$ cat src/rtl/dac_scan_pkg.sv
package dac_scan_pkg;

    typedef enum logic [1:0] {
        ST_IDLE,
        ST_PICK,
        ST_GAP,
        ST_HOLD
    } seq_state_t;

    localparam logic [2:0] TSEL_NONE     = 3'd0;
    localparam logic [2:0] TSEL_SOFT     = 3'd1;
    localparam logic [2:0] TSEL_EXT_RISE = 3'd2;
    localparam logic [2:0] TSEL_EXT_FALL = 3'd3;
    localparam int         TSEL_CTR_BASE = 4;

endpackage

$ cat src/rtl/dac_scan_trig.sv
module dac_scan_trig
    import dac_scan_pkg::*;
#(
    parameter int NCTR = 3
) (
    input  logic            clk,
    input  logic            rst_n,
    input  logic [2:0]      sel,
    input  logic            soft_rd,
    input  logic            ext_lvl,
    input  logic [NCTR-1:0] ctr_lvl,
    output logic            hit
);

    logic            armed;
    logic            ext_q;
    logic [NCTR-1:0] ctr_q;
    logic [NCTR-1:0] ctr_rise;
    logic            ext_rise;
    logic            ext_fall;

    // Previous levels are tracked continuously, so a source that is
    // already high when it gets selected shows no edge.
    always_ff @(posedge clk) begin
        if (!rst_n) begin
            armed <= 1'b0;
            ext_q <= 1'b0;
            ctr_q <= '0;
        end else begin
            armed <= 1'b1;
            ext_q <= ext_lvl;
            ctr_q <= ctr_lvl;
        end
    end

    assign ext_rise = armed & ext_lvl & ~ext_q;
    assign ext_fall = armed & ~ext_lvl & ext_q;

    for (genvar g = 0; g < NCTR; g++) begin : g_ctr_edge
        assign ctr_rise[g] = armed & ctr_lvl[g] & ~ctr_q[g];
    end

    always_comb begin
        hit = 1'b0;
        unique case (sel)
            TSEL_NONE:     hit = 1'b0;
            TSEL_SOFT:     hit = soft_rd;
            TSEL_EXT_RISE: hit = ext_rise;
            TSEL_EXT_FALL: hit = ext_fall;
            default: begin
                for (int i = 0; i < NCTR; i++) begin
                    if (sel == 3'(TSEL_CTR_BASE + i)) hit = ctr_rise[i];
                end
            end
        endcase
    end


    trig_none_quiet_chk: assert property (@(posedge clk) disable iff (!rst_n)
        hit |-> (sel != TSEL_NONE && sel != 3'd7));

endmodule

$ cat src/rtl/dac_scan_pick.sv
module dac_scan_pick #(
    parameter int NCH = 16,
    parameter int CW  = 4
) (
    input  logic [NCH-1:0] mask,
    output logic [CW-1:0]  idx,
    output logic           any
);

    // Lowest set bit wins: channels leave in ascending order.
    always_comb begin
        any = |mask;
        idx = '0;
        for (int i = NCH - 1; i >= 0; i--) begin
            if (mask[i]) idx = CW'(i);
        end
    end

endmodule

$ cat src/rtl/dac_scan_window.sv
module dac_scan_window #(
    parameter int SCAN_MIN = 500
) (
    input  logic clk,
    input  logic rst_n,
    input  logic start,
    input  logic active,
    output logic reached
);

    localparam int WW = $clog2(SCAN_MIN + 1);

    logic [WW-1:0] cnt;

    always_ff @(posedge clk) begin
        if (!rst_n) begin
            cnt <= '0;
        end else if (start) begin
            cnt <= WW'(1);
        end else if (active && cnt < WW'(SCAN_MIN)) begin
            cnt <= cnt + 1'b1;
        end
    end

    assign reached = (cnt >= WW'(SCAN_MIN - 1));


    window_fresh_chk: assert property (@(posedge clk) disable iff (!rst_n)
        start |=> !reached);

endmodule

$ cat src/rtl/dac_scan_seq.sv
module dac_scan_seq
    import dac_scan_pkg::*;
#(
    parameter int NCH      = 16,
    parameter int DW       = 16,
    parameter int NCTR     = 3,
    parameter int CHAN_GAP = 125,
    parameter int SCAN_MIN = 500
) (
    input  logic                   clk,
    input  logic                   rst_n,
    input  logic [5:0]             ctl_word,
    input  logic [NCH-1:0]         chan_mask,
    input  logic                   trig_rd,
    input  logic                   ext_trig,
    input  logic [NCTR-1:0]        ctr_out,
    input  logic                   fifo_empty,
    input  logic [DW-1:0]          fifo_data,
    output logic                   fifo_pop,
    output logic                   dac_valid,
    output logic [$clog2(NCH)-1:0] dac_chan,
    output logic [DW-1:0]          dac_code,
    output logic                   dac_bipolar,
    output logic [1:0]             dac_ref,
    output logic                   busy,
    output logic                   underrun
);

    localparam int CW = $clog2(NCH);
    localparam int SW = $clog2(CHAN_GAP + 1);

    seq_state_t     state;
    seq_state_t     state_nxt;
    logic           trig_hit;
    logic           take;
    logic [NCH-1:0] pend_mask;
    logic [CW-1:0]  pick_idx;
    logic           pick_any;
    logic [SW-1:0]  slot_cnt;
    logic           slot_last;
    logic           win_done;
    logic           starve;

    dac_scan_trig #(.NCTR(NCTR)) u_trig (
        .clk     (clk),
        .rst_n   (rst_n),
        .sel     (ctl_word[2:0]),
        .soft_rd (trig_rd),
        .ext_lvl (ext_trig),
        .ctr_lvl (ctr_out),
        .hit     (trig_hit)
    );

    dac_scan_pick #(.NCH(NCH), .CW(CW)) u_pick (
        .mask (pend_mask),
        .idx  (pick_idx),
        .any  (pick_any)
    );

    dac_scan_window #(.SCAN_MIN(SCAN_MIN)) u_win (
        .clk     (clk),
        .rst_n   (rst_n),
        .start   (take),
        .active  (busy),
        .reached (win_done)
    );

    assign busy      = (state != ST_IDLE);
    assign take      = (state == ST_IDLE) && trig_hit;
    assign fifo_pop  = (state == ST_PICK) && pick_any && !fifo_empty;
    assign starve    = (state == ST_PICK) && pick_any && fifo_empty;
    assign slot_last = (slot_cnt == SW'(CHAN_GAP - 1));

    always_comb begin
        state_nxt = state;
        unique case (state)
            ST_IDLE: if (trig_hit) state_nxt = ST_PICK;
            ST_PICK: begin
                if (!pick_any || fifo_empty) state_nxt = ST_HOLD;
                else                         state_nxt = ST_GAP;
            end
            ST_GAP:  if (slot_last) state_nxt = ST_PICK;
            ST_HOLD: if (win_done) state_nxt = ST_IDLE;
            default: state_nxt = ST_IDLE;
        endcase
    end

    always_ff @(posedge clk) begin
        if (!rst_n) state <= ST_IDLE;
        else        state <= state_nxt;
    end

    always_ff @(posedge clk) begin
        if (!rst_n) begin
            pend_mask   <= '0;
            slot_cnt    <= '0;
            dac_valid   <= 1'b0;
            dac_chan    <= '0;
            dac_code    <= '0;
            dac_bipolar <= 1'b0;
            dac_ref     <= '0;
            underrun    <= 1'b0;
        end else begin
            dac_valid <= 1'b0;
            if (take) begin
                pend_mask <= chan_mask;
                underrun  <= 1'b0;
            end
            if (fifo_pop) begin
                pend_mask[pick_idx] <= 1'b0;
                dac_valid   <= 1'b1;
                dac_chan    <= pick_idx;
                dac_code    <= fifo_data;
                dac_bipolar <= ctl_word[3];
                dac_ref     <= ctl_word[5:4];
                slot_cnt    <= SW'(1);
            end else if (state == ST_GAP) begin
                slot_cnt <= slot_cnt + 1'b1;
            end
            if (starve) underrun <= 1'b1;
        end
    end


    pop_then_valid_chk: assert property (@(posedge clk) disable iff (!rst_n)
        fifo_pop |=> dac_valid);


    valid_spacing_chk: assert property (@(posedge clk) disable iff (!rst_n)
        dac_valid |=> !dac_valid);


    busy_on_output_chk: assert property (@(posedge clk) disable iff (!rst_n)
        dac_valid |-> busy);


    busy_needs_trig_chk: assert property (@(posedge clk) disable iff (!rst_n)
        $rose(busy) |-> $past(trig_hit));


    underrun_cause_chk: assert property (@(posedge clk) disable iff (!rst_n)
        $rose(underrun) |-> $past(fifo_empty));

endmodule

$ cat config.mk
export PLATFORM = sky130hd
export DESIGN_NAME = dac_scan_seq
export DESIGN_NICKNAME = d
export VERILOG_FILES = /design/src/rtl/dac_scan_pkg.sv /design/src/rtl/dac_scan_trig.sv /design/src/rtl/dac_scan_pick.sv /design/src/rtl/dac_scan_window.sv /design/src/rtl/dac_scan_seq.sv
export SDC_FILE = /design/constraint.sdc
export NUM_CORES = 1
export LEC_CHECK = 0
export BUFFER_PORTS_ARGS = -buffer_cell sky130_fd_sc_hd__buf_2
export CAP_MARGIN = 20
export CORE_UTILIZATION = 55
export CTS_BUF_LIST = sky130_fd_sc_hd__clkbuf_8 sky130_fd_sc_hd__clkbuf_16
export DETAILED_ROUTE_END_ITERATION = 10
export PLACE_DENSITY_LB_ADDON = 0.08
export SLEW_MARGIN = 30
export SYNTH_ARGS = -nofsm -noshare
export SYNTH_HDL_FRONTEND = slang
export SYNTH_HIERARCHICAL = 1
export SYNTH_SLANG_ARGS = --single-unit
export TNS_END_PERCENT = 1
$ cat constraint.sdc
create_clock -name clk -period 3.5 [get_ports clk]
set_input_delay 0.35 -clock clk [delete_from_list [all_inputs] [get_ports clk]]
set_output_delay 0.35 -clock clk [all_outputs]
set_load 0.01 [all_outputs]
==> results.tsv, run 1 <==
stage	metric	value	unit
floorplanning	dieArea	5600	sq um
drt	drtPass1Iterations	4	
sta	tightestPinTransition	883	ps
min_path	hp-class	input pin to flop	
logic_synthesis	yosys-top-cells-count	dfxtp_1 (64), nand2_1 (23), a22o_1 (22)	
drt	drt_iter0_drc	117	
clocking	cts_hold_buffers	0	
floorplanning	coreArea	5110	sq um
flow_run	max-cap-violations	0	
grt	grt_pass1_vias	2291	
logic_synthesis	synth_seq_cells	64	
floorplanning	rows	26	
worst_setup_path	reg2reg_from	pend_mask[4]$_SDFF_PN0_	
clocking	clk_path_buf_depth	2	
logic_synthesis	yosysTopAreaCell	dfxtp_1	
sta	rsz0062_at_grt	false	
floorplanning	initial_core_util	57.1	%
clocking	post_cts_buffers	0	
final_layout	final_cells	451	
clocking	numCtsBuffers	9	
clocking	cts_resized	0	
sta	finalCriticalPeriod	2540	ps
worst_setup_path	critPathLaunch	pend_mask[4]$_SDFF_PN0_	
power	powerDensity	477	nW/um^2
grt	grt_pass1_wl	9980	um
placement	place.gp.congestion	0.843	
placement	io_buffers	72	
clocking	cts_max_level	3	
sta	slew_violations	0	
final_layout	drive_gt1_share	27.8	%
outcome	outcome	complete, no violations	
grt	antenna_found_initial	0	
placement	dp_cells	435	
drt	ant_nets	0	
floorplanning	ios	73	
grt	grt-ovfl-total	0	
floorplanning	chipWidth	74.8	um
drt	dr_wl_met2	2840	um
sta	hold_violations	0	
clocking	cts_tree	yes	
logic_synthesis	synth_ff_type	dfxtp_1	
placement	place_hpwl	4350	um
sta	finalCritPeriodShare	72.5	%
drt	wl	6180	um
worst_setup_path	crit_path_end_kind	flop	
logic_synthesis	syn_inst	309	
logic_synthesis	synthTopCellsByArea	dfxtp_1 (44%), mux2i_1 (6.9%), a22o_1 (6.6%), nor3_1 (3.4%), nand2_1 (3.0%)	
logic_synthesis	ys_seq_area_share	43.9	%
drt	dr.max_layer_used	met4	
final_layout	fin_nets	425	
clocking	numClockSinks	64	
drt	viasPerCell	5.70	
sta	fin_worst_skew	13.8	ps
sta	timing.setup.tns	0	ps
logic_synthesis	avgSynthCellArea	9.43	sq um
power	leakagePower	0.00138	uW
worst_setup_path	crit_path_max_fanout	22	
floorplanning	die_h	74.8	um
sta	max_slew_margin	41.1	%
min_path	hp-start	fifo_data[13]	
logic_synthesis	async_flop_share	0	%
final_layout	fin_util	67.7	%
power	irDropWorstVdd	0.000344	V
logic_synthesis	yosysUniqueCellTypes	54	
drt	wire_per_inst	13.7	um
power	total_power	1650	uW
logic_synthesis	synth_warnings	6	
worst_setup_path	worstPathRequired	3780	ps
logic_synthesis	synth-edff-count	0	
worst_setup_path	r2r_slack	960	ps
clocking	cts_root_buffer	clkbuf_8	
sta	max_freq	0.394	GHz
drt	vias	2571	
drt	routedLengthMet1	2950	um
drt	wl_met3	345	um
grt	grt_usage	23.3	%
clocking	cts.reportedPaths.clkPinSlew	80	ps
sta	finalSetupViolCount	0	
logic_synthesis	netlist.area_leader.share	43.9	%
logic_synthesis	synthesis.area	2920	sq um
drt	drcViolationCount	0	
worst_setup_path	critPathKind	flop to flop	
grt	grt_max_degree	24	
worst_setup_path	worst_setup_path_start_kind	flop	
logic_synthesis	syn-num-nets	358	
worst_setup_path	cp_data_arrival_time	2810	ps
final_layout	areaGrowthSynthToFinish	18.5	%
logic_synthesis	synth.most_common_cell	dfxtp_1	
final_layout	antennaDiodeCount	0	
clocking	clock_latency	340	ps
## worst max-delay path: stages (launching register included)
cell and delay [ps]:
dfxtp_1 350, nor4_2 310, nand3_1 140, or3_1 400, and4bb_1 310, nor2_2 700, a22o_1 260
## area by class of cell
cell class                      count  area, sq um
Inverter                           12         45.0
Tap cell                           70         87.6
Multi-Input combinational cell    216         1480
Fill cell                         441         1650
Timing Repair Buffer               73          368
Clock buffer                        9          124
Sequential cell                    64         1280
Clock inverter                      7         72.6
## flip-flops by register name (all words and copies together) (netlist names)
register / count
state: 2
dac_bipolar: 1
u_trig/ctr_q: 3
u_trig/ext_q: 1
dac_chan: 4
u_trig/armed: 1
slot_cnt: 7
u_win/cnt: 9
dac_code: 16
dac_valid: 1
dac_ref: 2
pend_mask: 16
underrun: 1
## power by group
group          total, uW  internal, uW  switching, uW
Combinational        244           104            140
Clock                621           328            293
Sequential           783           754           29.1
Total               1650          1190            462
## cell usage in the layout, fill, tap and decap left out, types with 5 or more instances in the layout
master    instances
a211oi_1          5
a21oi_1          12
a22o_1           22
a31oi_1           5
buf_2            72
clkbuf_8          9
dfxtp_1          64
inv_1            12
mux2i_1          20
nand2_1          23
nand2b_1          7
nor2_1           20
nor3_1           20
o21ai_0          10
## cell families after synthesis
family                   after synthesis  synth area share [%]
AO/OA/AOI/OAI                         74                  18.3
adder cells (fa/ha/maj)                3                  1.29
flip-flops                            64                  43.9
buffers and inverters                 29                  5.79
AND/OR/NAND/NOR                      118                  23.5
XOR/XNOR                               1                 0.300
multiplexers                          20                  6.87
## metal layers
| layer | global-route usage, % | vias to the layer above |
|---|---|---|
| li1 | - | 1280 |
| met1 | 28.8 | 1206 |
| met2 | 38.0 | 79 |
| met3 | 7.10 | 6 |
| met4 | 9.43 | 0 |
| met5 | 0 | - |
## per-stage QoR
stage / instance area, sq um / worst slack [ps] / hold WS [ps]
finish: 3460 / 962 / 220
global route: 3460 / 754 / 209
CTS: 3450 / 977 / 209
detailed placement: 3250 / 904 / 460
global placement: 3250 / 989 / 456
floorplan: 2920 / 1440 / 378
## worst paths after layout
check	to	depth (start not counted)
min reg2reg	dac_chan[3]$_SDFFE_PN0P_	1
max reg2reg	dac_code[6]$_SDFFE_PN0P_	6
min	dac_code[13]$_SDFFE_PN0P_	2
max	dac_code[6]$_SDFFE_PN0P_	6
Note: power is estimated with default switching activity, not from simulation.
==> run 2, diff against run 1 <==
CORE_UTILIZATION = 53   (was 55)
clock period = 2.41 ns   (was 3.5 ns; I/O delays follow)
==> run 2 against run 1 <==
Against the previous run:
- total power grew 46%
- count of clock-buffer cells in the layout did not move
- clock power is 44% higher
- clock skew shrank 4.3 ps
- combinational power up 52%
- cell area up 0.69%
==> results.tsv, run 2 (synthesis gave the netlist of run 1 again) <==
stage	metric	value	unit	change
sta	hold_violations	0		unchanged
floorplanning	rows	26		unchanged
worst_setup_path	crit_path_end_kind	output port		
power	total_power	2400	uW	+46%
floorplanning	dieArea	5800	sq um	+3.7%
worst_setup_path	crit_chain	nor4_2 > nand3_1 > or3_1 > and4bb_1 > buf_2		
final_layout	reg.largest.list	dac_code: 16 flops, pend_mask: 16 flops, u_win/cnt: 9 flops		
sta	setup_ws	201	ps	-762 ps
power	leakagePower	0.00140	uW	+1.4%
final_layout	layout_common_cells	buf_2 (72), dfxtp_1 (64), nand2_1 (23), a22o_1 (22)		
worst_setup_path	cp_data_arrival_time	1970	ps	-840 ps
worst_setup_path	rr_worst_depth	7		+1
floorplanning	initial_core_util	56.0	%	-1.1 points
floorplanning	ios	73		unchanged
sta	slew_violations	0		unchanged
drt	drtPass1Iterations	4		unchanged
sta	fin_worst_skew	9.45	ps	-4.31 ps
sta	rsz0062_at_grt	false		
worst_setup_path	cpLargestDelayFamily	simple AND/OR/NAND/NOR gates		
worst_setup_path	slowest_stage	or3_1		
clocking	numClockSinks	64		unchanged
placement	place.gp.congestion	0.830		-1.6%
final_layout	antennaDiodeCount	0		unchanged
final_layout	final_cells	455		+0.89%
grt	grt_max_degree	24		unchanged
clocking	post_cts_buffers	0		unchanged
floorplanning	chipWidth	76.2	um	+1.8%
sta	finalCritPeriodShare	91.7	%	
final_layout	fin_util	66.9	%	-0.81 points
clocking	clock_latency	330	ps	about the same
flow_run	max-cap-violations	0		unchanged
power	clkPwrFrac	37.2	%	-0.5 points
clocking	cts_hold_buffers	0		unchanged
sta	max_freq	0.453	GHz	
clocking	cts.reportedPaths.clkPinSlew	70	ps	about the same
sta	finalCriticalPeriod	2210	ps	
placement	post-place-ws	229	ps	-674 ps
final_layout	multi_input_area	1470	sq um	-0.42%
power	irDropWorstVdd	0.000408	V	+19%
power	switchingPower	665	uW	+44%
sta	finalSetupViolCount	0		unchanged
final_layout	areaGrowthSynthToFinish	19.4	%	
drt	drt_iter0_drc	100		-15%
placement	dp_cells	439		+0.92%
outcome	outcome	complete, no violations		
sta	timing.setup.tns	0	ps	unchanged
final_layout	fin_nets	429		+0.94%
final_layout	regArea	1280	sq um	unchanged
placement	place_hpwl	4510	um	+3.6%
sta	tightestPinTransition	528	ps	-355 ps
placement	io_buffers	72		unchanged
worst_setup_path	cpPeakStageDelay	380	ps	-320 ps
drt	viasPerCell	5.52		-3.2%
grt	antenna_found_initial	0		unchanged
drt	wl	6290	um	+1.8%
grt	grt_usage	22.2	%	-1.1 points
final_layout	drive_gt1_share	28.3	%	+0.49 points
drt	drcViolationCount	0		unchanged
clocking	cts_max_level	3		unchanged
sta	max_slew_margin	64.7	%	+24 points
worst_setup_path	worstPathRequired	2170	ps	-1610 ps
clocking	cts_tree	yes		
min_path	holdPathStages	2		unchanged
clocking	numCtsBuffers	9		unchanged
drt	vias	2511		-2.3%
drt	ant_nets	0		unchanged
grt	grt-ovfl-total	0		unchanged
clocking	clk_path_buf_depth	2		unchanged
grt	grt_pass1_wl	10400	um	+4.5%
worst_setup_path	crit_path_max_fanout	6		-73%
clocking	cts_root_buffer	clkbuf_8		
power	internal_power	1740	uW	+46%
clocking	cts_resized	0		unchanged
final_layout	fillers	474		+7.5%
worst_setup_path	critPathKind	flop to output port		
worst_setup_path	path_buf_inv	1		+1
worst_setup_path	r2r_slack	320	ps	-640 ps
power	combPwrFrac	15.5	%	+0.7 points
worst_setup_path	path_depth	5		-1
min_path	hp-class	input pin to flop		
floorplanning	coreArea	5200	sq um	+1.9%
worst_setup_path	worst_setup_path_start_kind	flop		
power	powerDensity	690	nW/um^2	+45%
power	swShare	27.7	%	-0.35 points
drt	wire_per_inst	13.8	um	+0.87%
final_layout	mostFrequentLayoutCell	buf_2		
floorplanning	die_h	76.2	um	+1.8%
power	p_seq_share	47.4	%	about the same
grt	grt_pass1_vias	2316		+1.1%
==> run 2: layout make-up <==
cell class / instances / share of cell area, %
inverters: 12 / 1.29
clock buffers: 9 / 3.56
clock inverters: 7 / 2.09
well taps: 70 / 2.52
repair buffers: 77 / 11.4
multi-input cells: 216 / 42.3
flip-flops and latches: 64 / 36.8
==> run 2: path summary, 6_finish.rpt <==
kind | startpoint | to
min reg2reg | dac_code[2]$_SDFFE_PN0P_ | dac_code[2]$_SDFFE_PN0P_
min | fifo_data[2] | dac_code[2]$_SDFFE_PN0P_
max | pend_mask[4]$_SDFF_PN0_ | fifo_pop
max reg2reg | u_trig/ctr_q[0]$_SDFF_PN0_ | pend_mask[0]$_SDFF_PN0_
==> run 2: stage by stage <==
step	hold WS [ps]	cell area [sq um]
3_5_place_dp	455	3280
6_report	121	3480
4_1_cts	108	3480
5_1_grt	106	3480
2_1_floorplan	269	2920
3_3_place_gp	452	3280
==> run 2: routing by layer <==
layer / global-route usage (%) / wire, um
met3: 5.27 / 327
met5: 0 / 0
met4: 8.85 / 34
met1: 29.5 / 3140
met2: 34.9 / 2790
==> run 2: worst reg2reg max path, delay by kind of cell (launching register included) <==
kind                   cells  cell delay (ps)
AOI/OAI and AO/OA          2              390
muxes                      1              220
DFF                        1              310
buffers and inverters      1              280
and+or+nand+nor            3              760
==> run 2: power groups by stage <==
stage / Sequential, uW / Clock [uW] / Combinational, uW
2_1_floorplan: 1150 / 0 / 268
3_3_place_gp: 1160 / 0 / 361
3_5_place_dp: 1160 / 0 / 367
4_1_cts: 1140 / 920 / 369
5_1_grt: 1140 / 966 / 409
6_report: 1140 / 892 / 371
